`config.mk`:
```
export PLATFORM = sky130hd
export DESIGN_NAME = cart_mapper
export DESIGN_NICKNAME = d
export VERILOG_FILES = /design/src/rtl/mapper_pkg.sv /design/src/rtl/mapper_page_decode.sv /design/src/rtl/mapper_bank_regs.sv /design/src/rtl/mapper_snd_window.sv /design/src/rtl/cart_mapper.sv
export SDC_FILE = /design/constraint.sdc
export NUM_CORES = 1
export LEC_CHECK = 0
export BUFFER_PORTS_ARGS = -buffer_cell sky130_fd_sc_hd__clkbuf_2
export CORE_ASPECT_RATIO = 1.5
export CORE_UTILIZATION = 43
export CTS_CLUSTER_SIZE = 40
export DETAILED_ROUTE_END_ITERATION = 8
export PLACE_DENSITY = 0.83
export SLEW_MARGIN = 20
export SYNTH_ARGS = -nofsm -noshare
export SYNTH_HDL_FRONTEND = slang
export SYNTH_HIERARCHICAL = 1
export SYNTH_SLANG_ARGS = --single-unit
```
`constraint.sdc`:
```
create_clock -name clk -period 1.5 [get_ports clk]
set_clock_uncertainty 0.15 [all_clocks]
set_input_delay 0.15 -clock clk [delete_from_list [all_inputs] [get_ports clk]]
set_output_delay 0.15 -clock clk [all_outputs]
set_load 0.01 [all_outputs]
```
`src/rtl/mapper_pkg.sv`:
```
package mapper_pkg;
    localparam int CPU_AW     = 16;
    localparam int OFS_W      = 13;
    localparam int PAGE_CNT   = 4;
    localparam int PAGE_IDX_W = $clog2(PAGE_CNT);
    localparam int SND_OFS_W  = 8;

    typedef logic [PAGE_IDX_W-1:0] page_t;
    typedef logic [CPU_AW-1:0]     cpu_addr_t;

    typedef struct packed {
        cpu_addr_t  addr;
        logic [7:0] wdata;
        logic       wr;
        logic       rd;
    } cpu_req_t;

    typedef struct packed {
        page_t      page;
        logic       bank_hit;
        logic       snd_range;
    } decode_t;

    // windows at 4000h,6000h,8000h,A000h are pages 0..3; the other quarters alias
    function automatic page_t page_of(cpu_addr_t a);
        return {~a[14], a[13]};
    endfunction

    // bank-select slice: xx00h-x7FFh of 5000h,7000h,9000h,B000h
    function automatic logic is_bank_slice(cpu_addr_t a);
        return (a[15:14] == 2'b01 || a[15:14] == 2'b10) && (a[12:11] == 2'b10);
    endfunction

    // 9800h-9FFFh
    function automatic logic is_snd_range(cpu_addr_t a);
        return a[15:11] == 5'b10011;
    endfunction
endpackage

```
`src/rtl/mapper_page_decode.sv`:
```
module mapper_page_decode
    import mapper_pkg::*;
(
    input  cpu_addr_t addr,
    output decode_t   dec
);
    always_comb begin
        dec.page      = page_of(addr);
        dec.bank_hit  = is_bank_slice(addr);
        dec.snd_range = is_snd_range(addr);
    end
endmodule

```
`src/rtl/mapper_bank_regs.sv`:
```
module mapper_bank_regs
    import mapper_pkg::*;
#(
    parameter int BANK_W = 6
) (
    input  logic                               clk,
    input  logic                               rst,
    input  logic                               wr_en,
    input  page_t                              wr_page,
    input  logic [7:0]                         wr_data,
    output logic [PAGE_CNT-1:0][BANK_W-1:0]    bank_q
);
    for (genvar k = 0; k < PAGE_CNT; k++) begin : g_page
        localparam logic [BANK_W-1:0] RST_BANK = BANK_W'(k);

        always_ff @(posedge clk) begin
            if (rst)
                bank_q[k] <= RST_BANK;
            else if (wr_en && wr_page == page_t'(k))
                bank_q[k] <= wr_data[BANK_W-1:0];
        end


        bank_hold_chk: assert property (@(posedge clk) disable iff (rst)
            !(wr_en && wr_page == page_t'(k)) |=> $stable(bank_q[k]));
    end
endmodule

```
`src/rtl/mapper_snd_window.sv`:
```
module mapper_snd_window
    import mapper_pkg::*;
#(
    parameter int              BANK_W = 6,
    parameter logic [BANK_W-1:0] MAGIC = '1
) (
    input  logic [BANK_W-1:0]     page2_bank,
    input  decode_t               dec,
    input  cpu_req_t              req,
    output logic                  hit,
    output logic                  sel,
    output logic [SND_OFS_W-1:0]  ofs
);
    logic open_q;

    always_comb begin
        open_q = (page2_bank == MAGIC);
        hit    = open_q && dec.snd_range;
        sel    = hit && (req.rd || req.wr);
        ofs    = req.addr[SND_OFS_W-1:0];
    end
endmodule

```
`src/rtl/cart_mapper.sv`:
```
module cart_mapper
    import mapper_pkg::*;
#(
    parameter int              BANK_W      = 6,
    parameter logic [BANK_W-1:0] MAGIC_BANK = 6'h3F,
    localparam int             ROM_AW      = BANK_W + OFS_W
) (
    input  logic              clk,
    input  logic              rst,
    input  logic [15:0]       cpu_addr,
    input  logic [7:0]        cpu_wdata,
    input  logic              cpu_wr,
    input  logic              cpu_rd,
    output logic [ROM_AW-1:0] rom_addr,
    output logic              rom_rd,
    output logic              snd_sel,
    output logic [7:0]        snd_ofs
);
    cpu_req_t                            req;
    decode_t                             dec;
    logic [PAGE_CNT-1:0][BANK_W-1:0]     bank_q;
    logic                                snd_hit;
    logic                                bank_wr;

    assign req = '{addr: cpu_addr, wdata: cpu_wdata, wr: cpu_wr, rd: cpu_rd};

    mapper_page_decode u_dec (
        .addr (req.addr),
        .dec  (dec)
    );

    assign bank_wr = req.wr && dec.bank_hit;

    mapper_bank_regs #(.BANK_W(BANK_W)) u_banks (
        .clk     (clk),
        .rst     (rst),
        .wr_en   (bank_wr),
        .wr_page (dec.page),
        .wr_data (req.wdata),
        .bank_q  (bank_q)
    );

    mapper_snd_window #(.BANK_W(BANK_W), .MAGIC(MAGIC_BANK)) u_snd (
        .page2_bank (bank_q[2]),
        .dec        (dec),
        .req        (req),
        .hit        (snd_hit),
        .sel        (snd_sel),
        .ofs        (snd_ofs)
    );

    always_comb begin
        rom_addr = {bank_q[dec.page], req.addr[OFS_W-1:0]};
        rom_rd   = req.rd && !snd_hit;
    end


    rom_snd_excl_chk: assert property (@(posedge clk) disable iff (rst)
        !(rom_rd && snd_sel));


    snd_magic_chk: assert property (@(posedge clk) disable iff (rst)
        snd_sel |-> (bank_q[2] == MAGIC_BANK));


    rom_rd_strobe_chk: assert property (@(posedge clk) disable iff (rst)
        rom_rd |-> cpu_rd);


    wr_no_rom_chk: assert property (@(posedge clk) disable iff (rst)
        (cpu_wr && !cpu_rd) |-> !rom_rd);
endmodule

```
[Yosys cells after proc, flatten, opt, wreduce, memory -nomap -nowiden]
Cells that the tools add are included.
Storage, ports and cells
  bits in registers: 24
  output and inout bits: 29
Cells by class
  $lt $le $gt $ge: 1
  eq/ne operators: 8
  multiplexer cells: 2
  bitwise logic cells: 1
  reduce and logical (&&, ||, !) cells: 13
Operators by type and width (count)
  binary-select mux 6 bit (select 2 bit): 1
  logical AND 1 bit: 9
  equality test 2 bit, second input constant: 4
  equality test 6 bit, second input constant: 1
  two-way mux 6 bit: 1
  equality test 5 bit, second input constant: 1
  equality test 2 x 1 -> 1 bit, second input constant: 2
  < comparator 2 x 3 -> 1 bit, second input constant: 1
  zero test 2 bit: 1
  logical OR 1 bit: 2
  zero test 1 bit: 1
  NOT 1 bit: 1

[Depth between registers and ports, before layout]
Gate-level depths: netlist of the first run.
  depth after elaboration: 5
  depth in mapped cells: 6
  depth with buffers taken out: 5

[Hierarchy]
Netlist of the first run, hierarchy kept.
By module, submodules not included
  mapper_bank_regs: instances 1, cells each 90, area each 965.9 um2, sequential area each 480.5 um2
  cart_mapper: instances 1, cells each 22, area each 256.5 um2, sequential area each 0.0 um2
  mapper_snd_window: instances 1, cells each 13, area each 88.8 um2, sequential area each 0.0 um2
  mapper_page_decode: instances 1, cells each 6, area each 45.0 um2, sequential area each 0.0 um2

[Worst setup path after synthesis of the first run]
OpenSTA, ideal clock, no wires.
  kind: input port to flip-flop
  start: input cpu_addr[15]
  end: register u_banks/bank_q[0] (netlist name)
  setup time: 122 ps
  arrival time: 1190 ps
  setup slack: 39 ps
  stages on the path: 6
  path through: xnor2_1 -> nor3b_2 -> and2_1 -> or3b_1 -> buf_2 -> mux2i_1
RTL lines
  start, declared: RTL line cart_mapper.sv:10  | input logic [15:0] cpu_addr,
  end signal, assigned by index: RTL line mapper_bank_regs.sv:20  | bank_q[k] <= wr_data[BANK_W-1:0];
  end, declared: RTL line mapper_bank_regs.sv:11  | output logic [PAGE_CNT-1:0][BANK_W-1:0] bank_q

[Worst setup path after layout of the first run]
  start: register u_banks/bank_q[13] (netlist name)
  end: output rom_addr[14]
On the way
  word-level cells in the longest chain between the ends: 2
RTL lines
  binary-select mux 6 bit (select 2 bit): RTL line cart_mapper.sv:53  | rom_addr = {bank_q[dec.page], req.addr[OFS_W-1:0]};
  two-way mux 6 bit (implied by the code): RTL line cart_mapper.sv:53
  end, declared: RTL line cart_mapper.sv:14  | output logic [ROM_AW-1:0] rom_addr,
No other way between the ends. The select of a mux whose other input is x is not followed.

==> out/summary.md, run 1 <==
* **part of the Yosys area used for sequential elements** 35.4%
* **number of flip-flops in the largest register** 24
* **total of endpoints with negative setup slack in the final report** 4
* **Power Internal** 1.07 mW
* **type of the setup path with the least slack** register to primary output
* **synthesis-to-finish area growth** 14.2%
* **Net Switching** 0.282 mW
* **aggregate routed wire length** 2920 µm
* **die outline area** 0.00339 mm²
* **RSZ-0062 raised after global routing** yes
* **share of total power in combinational logic** 10.1%
* **register with the most flip-flops** u_banks/bank_q
* **Avg WL per Cell** 15.7 µm
* **Antenna diodes** 0
* **H-Tree Depth** 1
* **Slew Viols, Final** 0
* **area share of the largest cell type after synthesis** 35.4%
* **CTS buffer count** 3
* **Remaining Overflow, GRT** 0
* **net switching share of the total power** 20.8%
* **final clock period utilization by the worst path** 101%
* **critical path capture point type** primary output
* **GRT Overall Usage** 19.8%
* **share of the synthesized area in compound gates (AO/OA/AOI/OAI)** 0%
* **via count** 955
* **syn nets** 159
* **Sum Neg Setup Slack** -49.9 ps
* **violated checks** setup timing
* **required time of the critical path** 1200 ps
* **max frequency** 0.658 GHz
* **CP arrival** 1220 ps
* **largest driver fanout on the critical path** 3
* **layout net count** 176
* **effective utilization at floorplan** 46.1%
* **Port Buffer Count** 24
* **number of global-route vias before repair** 1009
* **slew at the pin closest to its max-slew limit** 462 ps
* **CTS Buffer Depth** 2
* **residual DRC count** 0
* **Synth Area in Adders** 0%
* **share of flip-flops with an asynchronous set or reset** 0%
* **number of warnings printed during yosys synthesis** 6
* **peak ir drop on the vdd network** 0.526 mV
* **I/O Pins** 57
* **clock input transition at the sequential cells of the worst setup and hold paths** 80 ps
* **Fin. Hold Viols** 0
* **PwrDens** 874 mW/mm²
* **TritonCTS clock tree** yes
* **clock sink count** 24
* **buffer type at the clock tree root** clkbuf_8
* **number of nets still failing antenna checks after routing** 0
* **Primary FF master, synth** dfxtp_1
* **first drt pass iteration count** 4
* **run status** complete, but fails checks
* **Fin Hold WS** 16.1 ps
* **minimum clock period after layout** 1520 ps
* **Synth area leaders** dfxtp_1, mux2i_1, buf_4
* **EDFF count, synth** 0
* **Fillers** 297
* **per-cell via count in the routed design** 5.13
* **simple logic cell fraction of the synthesized area** 21.4%
* **CORE AREA** 0.00294 mm²
* **post-synthesis cell count** 131
* **library cell occupying the most area in the post-synthesis netlist** dfxtp_1
* **hold crit path type** input port to register
* **row count** 24
* **width of the chip** 47.9 µm
* **proportion of power drawn by flip-flops and latches** 47.7%
* **headroom to the max-slew limit** 69.2%
* **chip height** 70.8 µm
* **registers with the most flip-flops** u_banks/bank_q x24
* **pin count of the biggest net entering global routing** 33
* **global placer's final weighted congestion** 0.792
* **post-layout worst setup margin** -20.8 ps
* **DPL Wire Length** 2080 µm
* **first-pass GRT wire length** 4690 µm
* **proportion of power drawn by the clock network** 42.2%
* **DRT iter0 DRCs** 25
* **largest family of logic cells by synthesized area** multiplexers
* **maximum capacitance violations** 0
* **number of buffers added to fix hold violations after cts** 0
* **layout cell share with drive strength beyond 1** 41.5%
* **launching element type of the critical path** register
* **distinct cell type count after synthesis** 21
* **clock network latency to the later pin of the worst-skew pair** 270 ps
* **summed instance area of the synthesized netlist** 0.00136 mm²
* **xor and xnor area share after synthesis** 0.646%
* **portion of netlist area occupied by mux cells** 27.7%
* **number of antenna violations at the first check in global routing** 0
* **flip-flop and latch count after synthesis** 24
* **Mean Syn Cell Area** 10.4 µm²
* **P_leak** 0.717 nW
[cell usage in the layout (no fill, tap or decap)]
master,instances
and2_1,1
and3b_1,2
buf_12,1
buf_2,2
buf_4,15
buf_6,1
bufinv_16,1
clkbuf_2,21
clkbuf_8,3
dfxtp_1,15
dfxtp_2,9
inv_1,1
mux2i_1,24
mux4_2,6
nand2b_1,26
nand3_1,2
nand3b_1,1
nand4_1,1
nand4b_1,1
nor2_1,9
nor2b_1,1
nor3_2,1
nor3b_2,1
or3b_1,1
xnor2_1,1
[metrics by stage]
| stage | area, µm² | utilization (%) | instances | setup WS, ps | total power [mW] |
|---|---|---|---|---|---|
| after floorplan | 1360 | - | 131 | 38.6 | 0.790 |
| after global placement | 1430 | 48.6 | 178 | -124 | 0.787 |
| after detailed placement | 1430 | 48.6 | 178 | -203 | 0.793 |
| after global routing | 1550 | 52.6 | 186 | -55.3 | 1.40 |
| after CTS | 1530 | 52.1 | 185 | -14.5 | 1.36 |
| final | 1550 | 52.6 | 186 | -20.8 | 1.35 |
[final cells by class]
cell class / instances / area [µm²] / share of cell area (%)
repair buffers: 40 / 259 / 16.7
clock buffers: 3 / 41.3 / 2.67
well taps: 39 / 48.8 / 3.15
inverters: 1 / 3.75 / 0.242
multi-input cells: 78 / 674 / 43.5
clock inverters: 1 / 30.0 / 1.94
flip-flops and latches: 24 / 492 / 31.7
[routing by layer]
metal / track usage [%] / routed length (µm) / part of all wire (%) / vias up
li1: - / - / - / 454
met1: 20.0 / 1020 / 35 / 458
met2: 34.5 / 1680 / 57 / 23
met3: 3.06 / 96 / 3.3 / 20
met4: 12.7 / 121 / 4.1 / 0
met5: 0 / 0 / 0 / -
[final timing paths]
path / startpoint / depth (start not counted) / endpoint / slack [ps]
max: u_banks/bank_q[13] / 2 / rom_addr[14] / -20
min: cpu_wdata[1] / 3 / u_banks/bank_q[1] / 20
max reg2reg: u_banks/bank_q[19] / 3 / u_banks/bank_q[19] / 590
min reg2reg: u_banks/bank_q[8] / 2 / u_banks/bank_q[8] / 330
[logic make-up (layout without fill, tap and decap cells)]
| family | Yosys count | after routing |
|---|---|---|
| muxes | 30 | 30 |
| xor gates and xnor gates | 1 | 1 |
| DFF | 24 | 24 |
| and+or+nand+nor | 47 | 47 |
| buffers and inverters | 29 | 45 |
[cell usage after synthesis, types with 2 or more instances]
library cell / count
nand3_1: 2
buf_4: 22
mux4_2: 6
mux2i_1: 24
clkbuf_1: 3
dfxtp_1: 24
nor2_1: 9
buf_2: 2
nand2b_1: 26
and3b_1: 2
[worst max-delay path, cell delays in order, from the launching register on]
cell      delay [ps]
dfxtp_2          330
mux4_2           480
clkbuf_2         140
[power groups by stage]
stage | Clock, mW | Combinational (mW) | Sequential [mW]
floorplan | 0 | 0.131 | 0.659
global placement | 0 | 0.128 | 0.659
detailed placement | 0 | 0.133 | 0.660
CTS | 0.576 | 0.135 | 0.645
global route | 0.606 | 0.146 | 0.646
finish | 0.571 | 0.137 | 0.645
[what timing repair did]
item / CTS / global route
gates resized for setup: 7 / 6
buffers inserted: 3 / 1
pin swaps: 0 / 3
setup endpoints to repair: 5 / 8
Power figures use the tool's default switching activity.
==> inputs of run 2 (changes only) <==
Settings changed: CORE_UTILIZATION 43 to 45.
Clock period 1.5 ns to 1.9 ns, I/O delays scaled along.
==> run 2 against run 1 <==
Effect of this change:
- combinational power decreased by 36%
- final cell count decreased by 9.1%
- non-clock buffer count decreased by 16
- global-route usage decreased by 2.6 points
- the run now ends clean
- core utilization decreased by 5.2 points
- total power decreased by 34%
- largest cell class unchanged
- highest routed layer unchanged
==> out/summary.md, run 2 (same netlist as run 1, synthesis figures left out) <==
* **first element of the critical path** cpu_addr[13], was u_banks/bank_q[13]
* **via count** 868, was 955
* **hold crit path type** input port to register, unchanged
* **I/O Pins** 57, unchanged
* **proportion of power drawn by flip-flops and latches** 57.3%, was 47.7%
* **number of buffers inserted by post-CTS setup repair** 0, was 3
* **Worst R2R Start** u_banks/bank_q[5], was u_banks/bank_q[19]
* **die outline area** 0.00324 mm², was 0.00339 mm²
* **post-cts repair resize count** 0, was 7
* **maximum capacitance violations** 0, unchanged
* **aggregate routed wire length** 2470 µm, was 2920 µm
* **Remaining Overflow, GRT** 0, unchanged
* **leading cell type in the layout, fill and taps excluded** nand2b_1, unchanged
* **DPL Wire Length** 1910 µm, was 2080 µm
* **type of the setup path with the least slack** input port to primary output, was register to primary output
* **max frequency** 0.620 GHz
* **DRT iter0 DRCs** 15, was 25
* **grt met1 use** 15.9%, was 20.0%
* **clock network latency to the later pin of the worst-skew pair** 260 ps, was 270 ps
* **number of buffers added to fix hold violations after cts** 0, unchanged
* **total of endpoints with negative setup slack in the final report** 0, was 4
* **CTS Buffer Depth** 2, unchanged
* **residual DRC count** 0, unchanged
* **register with the most flip-flops** u_banks/bank_q, unchanged
* **Design Power** 0.888 mW, was 1.35 mW
* **minimum clock period after layout** 1610 ps
* **row count** 24, unchanged
* **final clock period utilization by the worst path** 84.9%
* **CP arrival** 1270 ps, was 1220 ps
* **grt met2 use** 29.6%, was 34.5%
* **registers with the most flip-flops** u_banks/bank_q x24, unchanged
* **Avg WL per Cell** 14.6 µm, was 15.7 µm
* **Sum Neg Setup Slack** 0 ps, was -49.9 ps
* **TritonCTS clock tree** yes, unchanged
* **number of flip-flops in the largest register** 24, unchanged
* **synthesis-to-finish area growth** 0.922%, was 14.2%
* **effective utilization at floorplan** 47.0%, was 46.1%
* **RSZ-0062 raised after global routing** no, was yes
* **headroom to the max-slew limit** 67.3%, was 69.2%
* **run status** finished clean, was complete, but fails checks
* **PwrDens** 649 mW/mm², was 874 mW/mm²
* **Power Internal** 0.692 mW, was 1.07 mW
* **final instance count without filler cells** 169, was 186
* **Slew Viols, Final** 0, unchanged
* **width of the chip** 46.8 µm, was 47.9 µm
* **required time of the critical path** 1560 ps, was 1200 ps
* **CTS buffer count** 3, unchanged
* **per-cell via count in the routed design** 5.14, was 5.13
* **GRT Overall Usage** 17.2%, was 19.8%
* **share of total power in combinational logic** 9.9%, was 10.1%
* **Worst Min Path Start** cpu_wdata[1], unchanged
* **Fin. Hold Viols** 0, unchanged
* **number of global-route vias before repair** 916, was 1009
* **P_leak** 0.615 nW, was 0.717 nW
* **Port Buffer Count** 24, unchanged
* **buffer type at the clock tree root** clkbuf_8, unchanged
* **first-pass GRT wire length** 3950 µm, was 4690 µm
* **clock input transition at the sequential cells of the worst setup and hold paths** 80 ps, about the same
* **slew at the pin closest to its max-slew limit** 488 ps, was 462 ps
* **proportion of power drawn by the clock network** 32.9%, was 42.2%
* **post-layout worst setup margin** 287 ps, was -20.8 ps
* **launching element type of the critical path** input port, was register
* **net switching share of the total power** 22.2%, was 20.8%
* **H-Tree Depth** 1, unchanged
* **instance count after placement with tap cells included** 166, was 178
* **Net Switching** 0.197 mW, was 0.282 mW
* **number of antenna violations at the first check in global routing** 0, unchanged
* **global placer's final weighted congestion** 0.711, was 0.792
* **layout cell share with drive strength beyond 1** 26.9%, was 41.5%
* **pin count of the biggest net entering global routing** 33, unchanged
* **layout net count** 160, was 176
* **clock sink count** 24, unchanged
* **largest driver fanout on the critical path** 12, was 3
* **Antenna diodes** 0, unchanged
* **routing layer with the top usage in global route** met2, unchanged
* **peak ir drop on the vdd network** 0.445 mV, was 0.526 mV
* **commonest non-fill, non-tap cells in the layout** nand2b_1, clkbuf_2, mux2i_1, dfxtp_1, nor2_1, was nand2b_1, mux2i_1, clkbuf_2
* **critical path capture point type** primary output, unchanged
* **number of nets still failing antenna checks after routing** 0, unchanged
* **chip height** 69.2 µm, was 70.8 µm
* **met3 routing resource usage after global routing** 3.65%, was 3.06%
* **worst setup slack after placement** 87.7 ps, was -203 ps
* **first drt pass iteration count** 4, unchanged
* **CORE AREA** 0.00288 mm², was 0.00294 mm²
## run 2: cell types whose count changed in the layout (fill, tap and decap cells not counted)
cell       before  now
buf_4          15    0
dfxtp_1        15   24
dfxtp_2         9    0
clkbuf_2       21   24
buf_2           2    0
buf_12          1    0
buf_6           1    0
bufinv_16       1    0
## run 2: power groups by stage
stage	registers (mW)	clock network (mW)	logic, mW
6_report	0.509	0.292	0.0875
4_1_cts	0.509	0.300	0.0881
5_1_grt	0.510	0.320	0.0943
3_3_place_gp	0.521	0	0.0847
3_5_place_dp	0.521	0	0.0880
2_1_floorplan	0.520	0	0.104
## run 2: stage by stage
| step | utilization (%) | instance area [µm²] | hold slack (ps) |
|---|---|---|---|
| 2_1_floorplan | - | 1360 | 211 |
| 3_3_place_gp | 46.1 | 1330 | 230 |
| 3_5_place_dp | 46.1 | 1330 | 230 |
| 4_1_cts | 47.5 | 1370 | 74.5 |
| 5_1_grt | 47.5 | 1370 | 68.0 |
| 6_report | 47.5 | 1370 | 72.9 |
## run 2: path summary, 6_finish.rpt
path | endpoint | cells past startpoint | slack, ps
worst max-delay path | snd_sel | 6 | 290
worst min-delay path | u_banks/bank_q[13] | 3 | 70
worst max register to register | u_banks/bank_q[5] | 2 | 1070
worst min register to register | u_banks/bank_q[3] | 2 | 330
## run 2: routing by layer
metal,wire [µm],vias to the layer above,share of wire (%)
met5,0,-,0
met4,78,0,3.2
met3,89,10,3.6
met2,1370,15,55
met1,932,419,38
li1,-,424,-
## run 2: worst max-delay path, cell delays in order
cell,delay (ps)
clkbuf_2,230
nand4b_1,250
nor2_1,110
nand4_1,160
nor3_2,200
clkbuf_2,150
## run 2: final cells by class
cell class | instances | area, µm²
Fill cell | 282 | 1510
Multi-Input combinational cell | 78 | 674
Sequential cell | 24 | 480
Timing Repair Buffer | 24 | 120
Tap cell | 39 | 48.8
Clock buffer | 3 | 41.3
Inverter | 1 | 3.75
==> inputs of run 3 (changes only) <==
Clock period 1.9 ns to 1.65 ns, I/O delays scaled along.
==> run 3 against run 2 <==
Effect of this change:
- non-clock buffer count increased by 8
- via count is 2.5% higher
- die area did not move
- sequential cell count is the same
- clock power up 34%
- critical path depth fell by 4
==> out/summary.md, run 3 (same netlist as run 1, synthesis figures left out) <==
* **crit path cell chain** mux4_2 > clkbuf_2, was clkbuf_2 > nand4b_1 > nor2_1 > nand4_1 > nor3_2 > clkbuf_2
* **chip height** 69.2 µm, unchanged
* **largest driver fanout on the critical path** 3, was 12
* **number of antenna violations at the first check in global routing** 0, unchanged
* **reg2reg path depth** 2, unchanged
* **clock network latency to the later pin of the worst-skew pair** 260 ps, about the same
* **CTS Buffer Depth** 2, unchanged
* **met3 routing resource usage after global routing** 2.60%, was 3.65%
* **critical path capture point type** primary output, unchanged
* **layout net count** 168, was 160
* **Worst Min Path Start** cpu_wdata[0], was cpu_wdata[1]
* **synthesis-to-finish area growth** 7.29%, was 0.922%
* **per-cell via count in the routed design** 5.00, was 5.14
* **Design Power** 1.09 mW, was 0.888 mW
* **Avg WL per Cell** 14.4 µm, was 14.6 µm
* **register with the most flip-flops** u_banks/bank_q, unchanged
* **aggregate routed wire length** 2560 µm, was 2470 µm
* **clock sink count** 24, unchanged
* **Fin. Hold Viols** 0, unchanged
* **registers with the most flip-flops** u_banks/bank_q x24, unchanged
* **GRT Overall Usage** 17.5%, was 17.2%
* **Port Buffer Count** 24, unchanged
* **number of global-route vias before repair** 949, was 916
* **minimum clock period after layout** 1520 ps
* **worst hold path depth** 3, unchanged
* **Remaining Overflow, GRT** 0, unchanged
* **peak ir drop on the vdd network** 0.491 mV, was 0.445 mV
* **I/O Pins** 57, unchanged
* **Crit-path slowest cell** mux4_2, was nand4b_1
* **first-pass GRT wire length** 4190 µm, was 3950 µm
* **max frequency** 0.657 GHz
* **CTS buffer count** 3, unchanged
* **leading cell type in the layout, fill and taps excluded** nand2b_1, unchanged
* **routing layer with the top usage in global route** met2, unchanged
* **width of the chip** 46.8 µm, unchanged
* **commonest non-fill, non-tap cells in the layout** nand2b_1, clkbuf_2, mux2i_1, dfxtp_1, nor2_1, unchanged
* **grt met2 use** 30.7%, was 29.6%
* **post-cts repair resize count** 0, unchanged
* **layout cell share with drive strength beyond 1** 31.7%, was 26.9%
* **effective utilization at floorplan** 47.0%, unchanged
* **global placer's final weighted congestion** 0.730, was 0.711
* **type of the setup path with the least slack** register to primary output, was input port to primary output
* **first drt pass iteration count** 4, unchanged
* **pin count of the biggest net entering global routing** 33, unchanged
* **H-Tree Depth** 1, unchanged
* **final clock period utilization by the worst path** 92.3%
* **Sum Neg Setup Slack** 0 ps, unchanged
* **row count** 24, unchanged
* **RSZ-0062 raised after global routing** no, unchanged
* **required time of the critical path** 1330 ps, was 1560 ps
* **Antenna diodes** 0, unchanged
* **hold crit path type** input port to register, unchanged
* **internal reg-to-reg setup slack** 840 ps, was 1070 ps
* **DPL Wire Length** 1960 µm, was 1910 µm
* **Worst R2R Start** u_banks/bank_q[15], was u_banks/bank_q[5]
* **slew at the pin closest to its max-slew limit** 446 ps, was 488 ps
* **slowest cell delay on critical path** 470 ps, was 250 ps
* **total of endpoints with negative setup slack in the final report** 0, unchanged
* **r2r endpoint** u_banks/bank_q[15], was u_banks/bank_q[5]
* **CP arrival** 1210 ps, was 1270 ps
* **maximum capacitance violations** 0, unchanged
* **P_leak** 0.665 nW, was 0.615 nW
* **DRT iter0 DRCs** 14, was 15
* **Slew Viols, Final** 0, unchanged
* **hold-critical path endpoint** u_banks/bank_q[12], was u_banks/bank_q[13]
* **headroom to the max-slew limit** 70.3%, was 67.3%
* **buffer type at the clock tree root** clkbuf_8, unchanged
* **number of buffers inserted by post-CTS setup repair** 0, unchanged
* **residual DRC count** 0, unchanged
* **grt met1 use** 19.4%, was 15.9%
* **number of flip-flops in the largest register** 24, unchanged
* **CORE AREA** 0.00288 mm², unchanged
* **launching element type of the critical path** register, was input port
* **number of nets still failing antenna checks after routing** 0, unchanged
* **clock input transition at the sequential cells of the worst setup and hold paths** 80 ps, about the same
* **number of buffers added to fix hold violations after cts** 0, unchanged
* **final standard cell utilization of the core** 50.5%, was 47.5%
* **PwrDens** 747 mW/mm², was 649 mW/mm²
* **run status** finished clean, unchanged
* **TritonCTS clock tree** yes, unchanged
* **die outline area** 0.00324 mm², unchanged
* **via count** 890, was 868
-- run 3: cell count changes in the layout (fill, tap and decap cells not counted), sizes merged --
cell	change
buf	+8
clkbuf	+1
-- run 3: metrics by stage --
step                hold slack (ps)  worst slack (ps)  area [µm²]  std cells
global placement                180              61.8        1400        174
floorplan                       186               174        1360        131
finish                         36.0               128        1460        178
CTS                            38.6               119        1460        178
global route                   47.4              78.1        1460        178
detailed placement              180              22.2        1400        174
-- run 3: critical path: cells and delay by family (launching register included) --
| family | cells | cell delay (ps) |
|---|---|---|
| mux | 1 | 470 |
| flops | 1 | 340 |
| buf+inv | 1 | 140 |
-- run 3: metal layers --
metal | wire (µm) | part of all wire, %
met1 | 987 | 39
met2 | 1430 | 56
met3 | 82 | 3.2
met4 | 59 | 2.3
met5 | 0 | 0
-- run 3: worst max path at each step --
stage / from / end / slack, ps / depth (start not counted)
2_1_floorplan: cpu_addr[15] / u_banks/bank_q[0] / 170 / 6
3_5_place_dp: cpu_addr[14] / u_banks/bank_q[5] / 20 / 7
5_1_grt: u_banks/bank_q[15] / rom_addr[16] / 80 / 2
3_3_place_gp: cpu_addr[14] / u_banks/bank_q[5] / 60 / 7
4_1_cts: cpu_addr[14] / rom_addr[13] / 120 / 5
6_report: u_banks/bank_q[17] / rom_addr[18] / 130 / 2
-- run 3: power breakdown --
group	switching, mW	internal, mW	leakage (nW)	total, mW
registers	0.00280	0.583	0.194	0.586
clock network	0.177	0.213	0.0288	0.390
logic	0.0535	0.0582	0.443	0.112
total	0.234	0.854	0.665	1.09
-- run 3: final cells by class --
cell class | instances | area, µm²
fill | 287 | 1430
multi-input combinational | 78 | 674
sequential | 24 | 480
timing repair buffer | 32 | 193
clock buffer | 4 | 55.1
tap | 39 | 48.8
inverter | 1 | 3.75
